==> config.mk <==
export PLATFORM = sky130hd
export DESIGN_NAME = sm_mac
export DESIGN_NICKNAME = d
export VERILOG_FILES = /design/src/rtl/sm_mac_pkg.sv /design/src/rtl/sm_mult.sv /design/src/rtl/sm_addsub.sv /design/src/rtl/sm_mac.sv
export SDC_FILE = /design/constraint.sdc
export NUM_CORES = 1
export LEC_CHECK = 0
export BUFFER_PORTS_ARGS = -buffer_cell sky130_fd_sc_hd__buf_2
export CAP_MARGIN = 10
export CELL_PAD_IN_SITES_DETAIL_PLACEMENT = 1
export CELL_PAD_IN_SITES_GLOBAL_PLACEMENT = 2
export CORE_MARGIN = 2
export CORE_UTILIZATION = 40
export DETAILED_ROUTE_END_ITERATION = 8
export PLACE_DENSITY = 0.92
export RECOVER_POWER = 100
export SLEW_MARGIN = 25
export SYNTH_ARGS = -nofsm -noshare
export SYNTH_HDL_FRONTEND = slang
export SYNTH_SLANG_ARGS = --single-unit
==> constraint.sdc <==
create_clock -name clk -period 12.39 [get_ports clk]
set_input_delay 1.8585 -clock clk [delete_from_list [all_inputs] [get_ports clk]]
set_output_delay 1.8585 -clock clk [all_outputs]
set_load 0.01 [all_outputs]
==> src/rtl/sm_mac_pkg.sv <==
package sm_mac_pkg;

    // Default operand and accumulator widths
    localparam int unsigned COEF_MAG_W = 8;
    localparam int unsigned SAMP_MAG_W = 8;
    localparam int unsigned ACC_MAG_W  = 16;

    // Which arithmetic path the adder takes this cycle
    typedef enum logic [1:0] {
        PATH_SUM    = 2'd0,
        PATH_A_MINUS_B = 2'd1,
        PATH_B_MINUS_A = 2'd2
    } sm_path_e;

    // A zero magnitude is always forced to a positive sign
    function automatic logic sm_fix_sign(input logic sign, input logic is_zero);
        return sign & ~is_zero;
    endfunction

endpackage

==> src/rtl/sm_mult.sv <==
module sm_mult #(
    parameter int unsigned A_W = 8,
    parameter int unsigned B_W = 8,
    localparam int unsigned P_W = A_W + B_W
) (
    input  logic           a_sign,
    input  logic [A_W-1:0] a_mag,
    input  logic           b_sign,
    input  logic [B_W-1:0] b_mag,
    output logic           p_sign,
    output logic [P_W-1:0] p_mag
);
    import sm_mac_pkg::*;

    logic [P_W-1:0] raw_prod;

    // Unsigned magnitude product; sign handled separately
    always_comb begin
        raw_prod = P_W'(a_mag) * P_W'(b_mag);
    end

    assign p_mag  = raw_prod;
    assign p_sign = sm_fix_sign(a_sign ^ b_sign, raw_prod == '0);

endmodule

==> src/rtl/sm_addsub.sv <==
module sm_addsub #(
    parameter int unsigned W = 16
) (
    input  logic         a_sign,
    input  logic [W-1:0] a_mag,
    input  logic         b_sign,
    input  logic [W-1:0] b_mag,
    output logic         r_sign,
    output logic [W-1:0] r_mag,
    output logic         r_sat
);
    import sm_mac_pkg::*;

    logic [W:0]  sum_ext;
    logic [W:0]  diff_ab;
    logic [W:0]  diff_ba;
    sm_path_e    path;
    logic        pre_sign;
    logic [W-1:0] pre_mag;

    // Compute every candidate in parallel
    assign sum_ext = {1'b0, a_mag} + {1'b0, b_mag};
    assign diff_ab = {1'b0, a_mag} - {1'b0, b_mag};
    assign diff_ba = {1'b0, b_mag} - {1'b0, a_mag};

    // Select a path: equal signs add, else keep the borrow-free difference
    always_comb begin
        if (a_sign == b_sign)
            path = PATH_SUM;
        else if (!diff_ab[W])
            path = PATH_A_MINUS_B;
        else
            path = PATH_B_MINUS_A;
    end

    always_comb begin
        r_sat = 1'b0;
        case (path)
            PATH_SUM: begin
                pre_sign = a_sign;
                r_sat    = sum_ext[W];
                pre_mag  = sum_ext[W] ? {W{1'b1}} : sum_ext[W-1:0];
            end
            PATH_A_MINUS_B: begin
                pre_sign = a_sign;
                pre_mag  = diff_ab[W-1:0];
            end
            default: begin
                pre_sign = b_sign;
                pre_mag  = diff_ba[W-1:0];
            end
        endcase
    end

    assign r_mag  = pre_mag;
    assign r_sign = sm_fix_sign(pre_sign, pre_mag == '0);

endmodule

==> src/rtl/sm_mac.sv <==
module sm_mac #(
    parameter int unsigned COEF_W = sm_mac_pkg::COEF_MAG_W,
    parameter int unsigned SAMP_W = sm_mac_pkg::SAMP_MAG_W,
    parameter int unsigned ACC_W  = sm_mac_pkg::ACC_MAG_W
) (
    input  logic              clk,
    input  logic              rst,
    input  logic              clr,
    input  logic              acc_en,
    input  logic              coef_sign,
    input  logic [COEF_W-1:0] coef_mag,
    input  logic              samp_sign,
    input  logic [SAMP_W-1:0] samp_mag,
    output logic              acc_sign,
    output logic [ACC_W-1:0]  acc_mag
);
    localparam int unsigned PROD_W = COEF_W + SAMP_W;
    localparam int unsigned PAD_W  = ACC_W - PROD_W;

    logic              p_sign;
    logic [PROD_W-1:0] p_mag;
    logic [ACC_W-1:0]  p_ext;
    logic              nx_sign;
    logic [ACC_W-1:0]  nx_mag;
    logic              nx_sat;

    sm_mult #(.A_W(COEF_W), .B_W(SAMP_W)) u_mult (
        .a_sign (coef_sign),
        .a_mag  (coef_mag),
        .b_sign (samp_sign),
        .b_mag  (samp_mag),
        .p_sign (p_sign),
        .p_mag  (p_mag)
    );

    // Product is aligned with the accumulator at bit 0
    generate
        if (PAD_W == 0) begin : g_no_pad
            assign p_ext = p_mag;
        end else begin : g_pad
            assign p_ext = {{PAD_W{1'b0}}, p_mag};
        end
    endgenerate

    sm_addsub #(.W(ACC_W)) u_add (
        .a_sign (acc_sign),
        .a_mag  (acc_mag),
        .b_sign (p_sign),
        .b_mag  (p_ext),
        .r_sign (nx_sign),
        .r_mag  (nx_mag),
        .r_sat  (nx_sat)
    );

    always_ff @(posedge clk) begin
        if (rst || clr) begin
            acc_sign <= 1'b0;
            acc_mag  <= '0;
        end else if (acc_en) begin
            acc_sign <= nx_sign;
            acc_mag  <= nx_mag;
        end
    end

    // clear wins over enable and yields +0
    a_r2_clear_zero: assert property (@(posedge clk) disable iff (rst)
        clr |=> (acc_mag == '0 && !acc_sign));

    // idle cycle leaves the sum untouched
    a_r3_hold: assert property (@(posedge clk) disable iff (rst)
        (!clr && !acc_en) |=> ($stable(acc_mag) && $stable(acc_sign)));

    // no negative zero on the output
    a_r9_no_neg_zero: assert property (@(posedge clk) disable iff (rst)
        (acc_mag == '0) |-> !acc_sign);

    // a same-sign overflow pins the magnitude and keeps the sign
    a_r8_saturate: assert property (@(posedge clk) disable iff (rst)
        (!clr && acc_en && nx_sat) |=> (&acc_mag && acc_sign == $past(acc_sign)));

    // starting from zero, the new sign is the XOR of operand signs
    a_r5_prod_sign: assert property (@(posedge clk) disable iff (rst)
        (!clr && acc_en && acc_mag == '0 && p_mag != '0)
        |=> acc_sign == $past(coef_sign ^ samp_sign));

    // differing signs with a larger product take the product's sign
    a_r7_larger_sign: assert property (@(posedge clk) disable iff (rst)
        (!clr && acc_en && acc_sign != p_sign && p_ext > acc_mag)
        |=> acc_sign == $past(p_sign));

endmodule

## After elaboration in Yosys (flattened, before gate mapping)

Index checks and enable logic that the tools add are counted.

| storage, ports and cells | value |
|---|---|
| register bits | 17 |
| latch bits | 0 |
| bits in writable memories | 0 |
| bits in read-only memories | 0 |
| input port bits | 22 |
| output and inout port bits | 17 |
| logic and storage cells | 23 |
| memories | 0 |

| operators by class | value |
|---|---|
| add/subtract/negate cells | 3 |
| $mul | 1 |
| divide/modulo/power cells | 0 |
| order comparisons | 0 |
| equal/unequal tests | 2 |
| shift operators | 0 |
| multiplexer cells | 5 |
| bitwise logic cells | 5 |
| reductions and logical operators | 5 |

Operator list:

| cell | count |
|---|---|
| 16-bit logical NOT | 2 |
| 16-bit case mux with 2 select lines | 1 |
| 16-bit by 16-bit adder with 17-bit output | 1 |
| 16-bit by 16-bit subtractor with 17-bit output | 1 |
| 8-bit by 8-bit multiplier with 16-bit output | 1 |
| 16-bit two-way mux | 1 |
| 16-bit subtractor | 1 |
| 2-bit two-way mux | 2 |
| 1-bit bitwise AND | 2 |
| 2-bit by 1-bit == test with 1-bit output (second input constant) | 1 |
| 2-bit logical NOT | 1 |
| 1-bit inverter | 2 |
| 2-bit OR reduction | 1 |
| 1-bit == test | 1 |
| 1-bit logical OR | 1 |
| 1-bit two-way mux | 1 |
| 1-bit bitwise XOR | 1 |

## Depth between registers and ports, before layout

| depth | value |
|---|---|
| depth in word-level cells | 11 |
| depth in mapped cells | 28 |
| depth with buffers taken out | 27 |

## Hierarchy

From an unflattened synthesis, not the netlist that was laid out.

| second synthesis, totals | value |
|---|---|
| cell total of the unflattened synthesis | 769 |
| area, all modules | 5861.9 um^2 |

By module, submodules not included:

| module | instances | cells an instance | area each (um^2) | seq. area each (um^2) |
|---|---|---|---|---|
| sm_addsub | 1 | 433 | 2915.3 | 0.0 |
| sm_mult | 1 | 280 | 2317.2 | 0.0 |
| sm_mac | 1 | 56 | 629.4 | 340.3 |

## Worst setup path before layout

OpenSTA, ideal clock, no wires.

| timing path | value |
|---|---|
| kind | input port to flip-flop |
| from | input port coef_mag[7] |
| to | register acc_sign |
| library setup time | 0.129 ns |
| arrival time | 8.031 ns |
| data required time | 12.261 ns |
| setup slack | 4.230 ns |
| stages on the path | 26 |
| path buffers | 2 |
| cells stage by stage | and2_1 -> fa_1 -> fa_1 -> fa_1 -> inv_1 -> fa_1 -> inv_1 -> ha_1 -> o21ai_0 -> nor2_1 -> a21oi_1 -> mux2i_1 -> nand2_1 -> ha_1 -> clkbuf_1 -> nand2_1 -> a21oi_1 -> o21ai_2 -> and3_1 -> buf_6 -> or4_1 -> o31a_1 -> xor2_1 -> or4_1 -> nor4_2 -> a21oi_1 |

| on the way | value |
|---|---|
| word-level cells in the longest chain between the ends | 11 |
| elaborated cells between the ends (all ways) | 19 |
| classes of those cells | add/sub: 3; mul: 1; eq/ne: 2; mux: 5; bitwise: 4; reduce/logical: 4 |

RTL lines:

| element | line | source |
|---|---|---|
| from (decl) | sm_mac.sv:11 | `input logic [COEF_W-1:0] coef_mag,` |
| 8-bit by 8-bit multiplier with 16-bit output * | sm_mult.sv:19 | `raw_prod = P_W'(a_mag) * P_W'(b_mag);` |
| branches (longest 9 deep; another with 16-bit by 16-bit subtractor with 17-bit output) | - |  |
| 1-bit bitwise AND * | sm_mac_pkg.sv:17 | `return sign & ~is_zero;` |
| to (signal assigned) | sm_mac.sv:60 | `acc_sign <= nx_sign;` |
| to (decl) | sm_mac.sv:14 | `output logic acc_sign,` |

Every way passes the cells marked *.
A chain may end at the register's enable or synchronous reset.

## Final worst setup path

| timing path | value |
|---|---|
| from | input port coef_mag[3] |
| to | register acc_sign |

The elaborated chain is that of the path after synthesis.

==> results.tsv <==
stage	metric	value	unit
cts	ctsHoldBuffers	0	
yosys	syn_inst	729	
grt	grt_pass1_vias	5541	
run_status	outcome	completed	
flow_run	drv_cap	0	
yosys	synth_fa_ha_area_share	33.0	%
sta	fin_ws	2.93	ns
detailed_routing	wl_per_cell	19.0	um
cts	clkTransAtPathRegs	0.06	ns
yosys	synth_nets	873	
grt	grt_pass1_wl	29000	um
yosys	synth_xor_area_share	5.08	%
cts	clk_latency	0.26	ns
cells_and_area	nets	893	
detailed_routing	wl	17500	um
placement	placedCellCount	920	
yosys	yosysUniqueCellTypes	70	
sta	fmax	0.106	GHz
cells_and_area	area_delta_synth_final	6.15	%
detailed_routing	wl_met3	875	um
cells_and_area	finalNonFillerCells	924	
yosys	muxShareOfSynthArea	1.11	%
yosys	async_flop_share	0	%
cts	clock-sinks	17	
yosys	synth-compound-area-share	20.9	%
yosys	synth-seq-cells	17	
placement	place_hpwl	14200	um
cells_and_area	fillCellCount	1722	
worst_setup_path	arrival	9.60	ns
placement	dpl_cell_area	0.00581	mm2
cts	cts_max_level	1	
sta	worst_slew_pin_slew	1.18	ns
cts	cts_resized	0	
detailed_routing	wl_met1	8370	um
cts	cts_setup_buffers	0	
worst_setup_path	cp.required	12.53	ns
cells_and_area	drive_above_1_share	5.21	%
sta	final-max-slew-violation-count	0	
cts	root_buffer	clkbuf_16	
detailed_routing	ant_nets	0	
worst_setup_path	end_kind	register	
die	die_x	121	um
sta	rsz0062_at_grt	false	
yosys	synth_warnings	0	
worst_hold_path	worstHoldPathType	reg -> reg	
yosys	synth-simple-area-share	24.6	%
die	design.core.area	0.0133	mm2
detailed_routing	met2WireLength	7930	um
yosys	avgSynthCellArea	7.57	um2
placement	numPortBuffers	38	
sta	finalHoldViolations	0	
die	num_rows	42	
detailed_routing	top_layer_used	met4	
yosys	synth_area	0.00552	mm2
sta	fin_crit_sh	76.3	%
cells_and_area	final_cell_mix	inv_1 (99), ha_1 (83), and2_1 (55), a21oi_1 (55), nor2_1 (48)	
sta	relSlewSlack	20.3	%
cells_and_area	final_common_cell	inv_1	
detailed_routing	first_pass_iters	5	
die	initial_core_util	41.3	%
yosys	synth_edf_count	0	
grt	grt_usage	24.8	%
grt	antenna_found_initial	0	
cts	cts_buffer_depth	2	
sta	setup_viol	0	
die	die_h	121	um
cells_and_area	stdcell_area	0.00585	mm2
die	io_pins	39	
cells_and_area	n_antenna_cell	0	
detailed_routing	drc_errors	0	
cts	cts_tree	yes	
worst_setup_path	start_kind	input pin	
placement	dp_slack	3.30	ns
grt	grt_overflow	0	
cts	cts_made_buffers	3	
placement	gp_congestion	0.910	
grt	grt_start_max_net_pins	24	
detailed_routing	vias_per_cell	5.83	
detailed_routing	num_vias	5385	
die	fp.dieArea	0.0147	mm2
sta	setup_tns	0	ns
yosys	yosysSeqAreaShare	6.17	%
worst_setup_path	critPathKind	in -> reg	
sta	min_period	9.46	ns
yosys	synth_ff_type	dfxtp_1	
worst_setup_path	crit_path_max_fanout	10	
sta	finalClockSkew	0.00451	ns
yosys	synth_top_family_by_area	adder cells	
detailed_routing	drt_iter0_drc	325	
## worst paths after layout
kind	endpoint	cells past startpoint	from	slack, ns
setup / recovery	acc_sign$_SDFFE_PP0P_	26	coef_mag[3]	2.93
hold / removal	acc_mag[9]$_SDFFE_PP0P_	2	acc_mag[9]$_SDFFE_PP0P_	0.53
setup reg to reg	acc_sign$_SDFFE_PP0P_	14	acc_mag[0]$_SDFFE_PP0P_	8.13
hold reg to reg	acc_mag[9]$_SDFFE_PP0P_	2	acc_mag[9]$_SDFFE_PP0P_	0.53
## worst max-delay path, stage by stage
cell and delay, ns:
clkbuf_1 0.26, nand2_1 0.13, fa_1 0.51, fa_1 0.49
inv_1 0.05, fa_1 0.53, inv_1 0.06, fa_1 0.53
inv_1 0.04, ha_1 0.38, o21ai_0 0.11, o21ai_0 0.31
a21oi_1 0.21, o21ai_0 0.19, a21oi_1 0.11, xor2_1 0.17
ha_1 0.38, inv_1 0.11, a21oi_1 0.44, a21boi_0 0.99
nor2_1 0.29, o31a_1 0.33, xor2_1 0.15, or4_1 0.55
nor4_1 0.30, a21oi_1 0.11
## cell type report
type	count	area [um2]	share of cell area [%]
clock buffer	4	78.8	1.35
inverter	100	375	6.41
multi-input combinational	587	4660	79.6
sequential	17	340	5.81
tap	176	220	3.76
timing repair buffer	40	179	3.06
## cells by family (layout without fill, tap and decap cells)
group / Yosys count / in the layout
xor+xnor: 32 / 32
compound gates: 174 / 174
mux: 6 / 6
fa+ha+maj: 122 / 122
simple gates: 253 / 253
flops: 17 / 17
buf+inv: 125 / 144
## metal layers
| layer | vias to the layer above | track usage (%) |
|---|---|---|
| met1 | 2671 | 36.1 |
| met4 | 0 | 4.96 |
| met5 | - | 0 |
| met2 | 121 | 39.0 |
| met3 | 29 | 3.48 |
| li1 | 2564 | - |
## metrics by stage
step                hold WS (ns)  utilization [%]
CTS                        0.530             44.1
global placement           0.498             43.5
global route               0.556             43.9
finish                     0.527             43.9
floorplan                  0.530                -
detailed placement         0.520             43.5
## sequential cells by signal (all words and copies together), names as in the netlist
register / count
acc_sign: 1
acc_mag: 16
## synthesized netlist by cell type (all sizes together) (5+ instances only)
library cell,count,area share [%]
o211ai,11,1.5
nor2b,6,0.68
and2,56,6.4
a21o,5,0.68
or3,9,1.0
xor2,11,1.7
clkbuf,13,0.88
fa,39,14
a31oi,5,0.57
or4,5,0.68
dfxtp,17,6.2
mux2i,5,0.91
ha,83,19
a211oi,9,1.3
xnor2,21,3.3
inv,99,6.7
a21oi,58,5.5
nor4,11,1.4
nand2b,12,1.4
nor2,48,3.3
a221oi,6,1.1
nand4,7,0.79
nor3,14,1.3
and3,8,0.91
nand2,43,2.9
buf,12,1.5
nand3,18,1.7
or2,5,0.57
o21bai,5,0.68
a22oi,6,0.82
o21ai,32,3.0
Power is left out: the tool's default activity adds up to more than one toggle a clock period on the data nets, which glitch-free logic cannot reach.
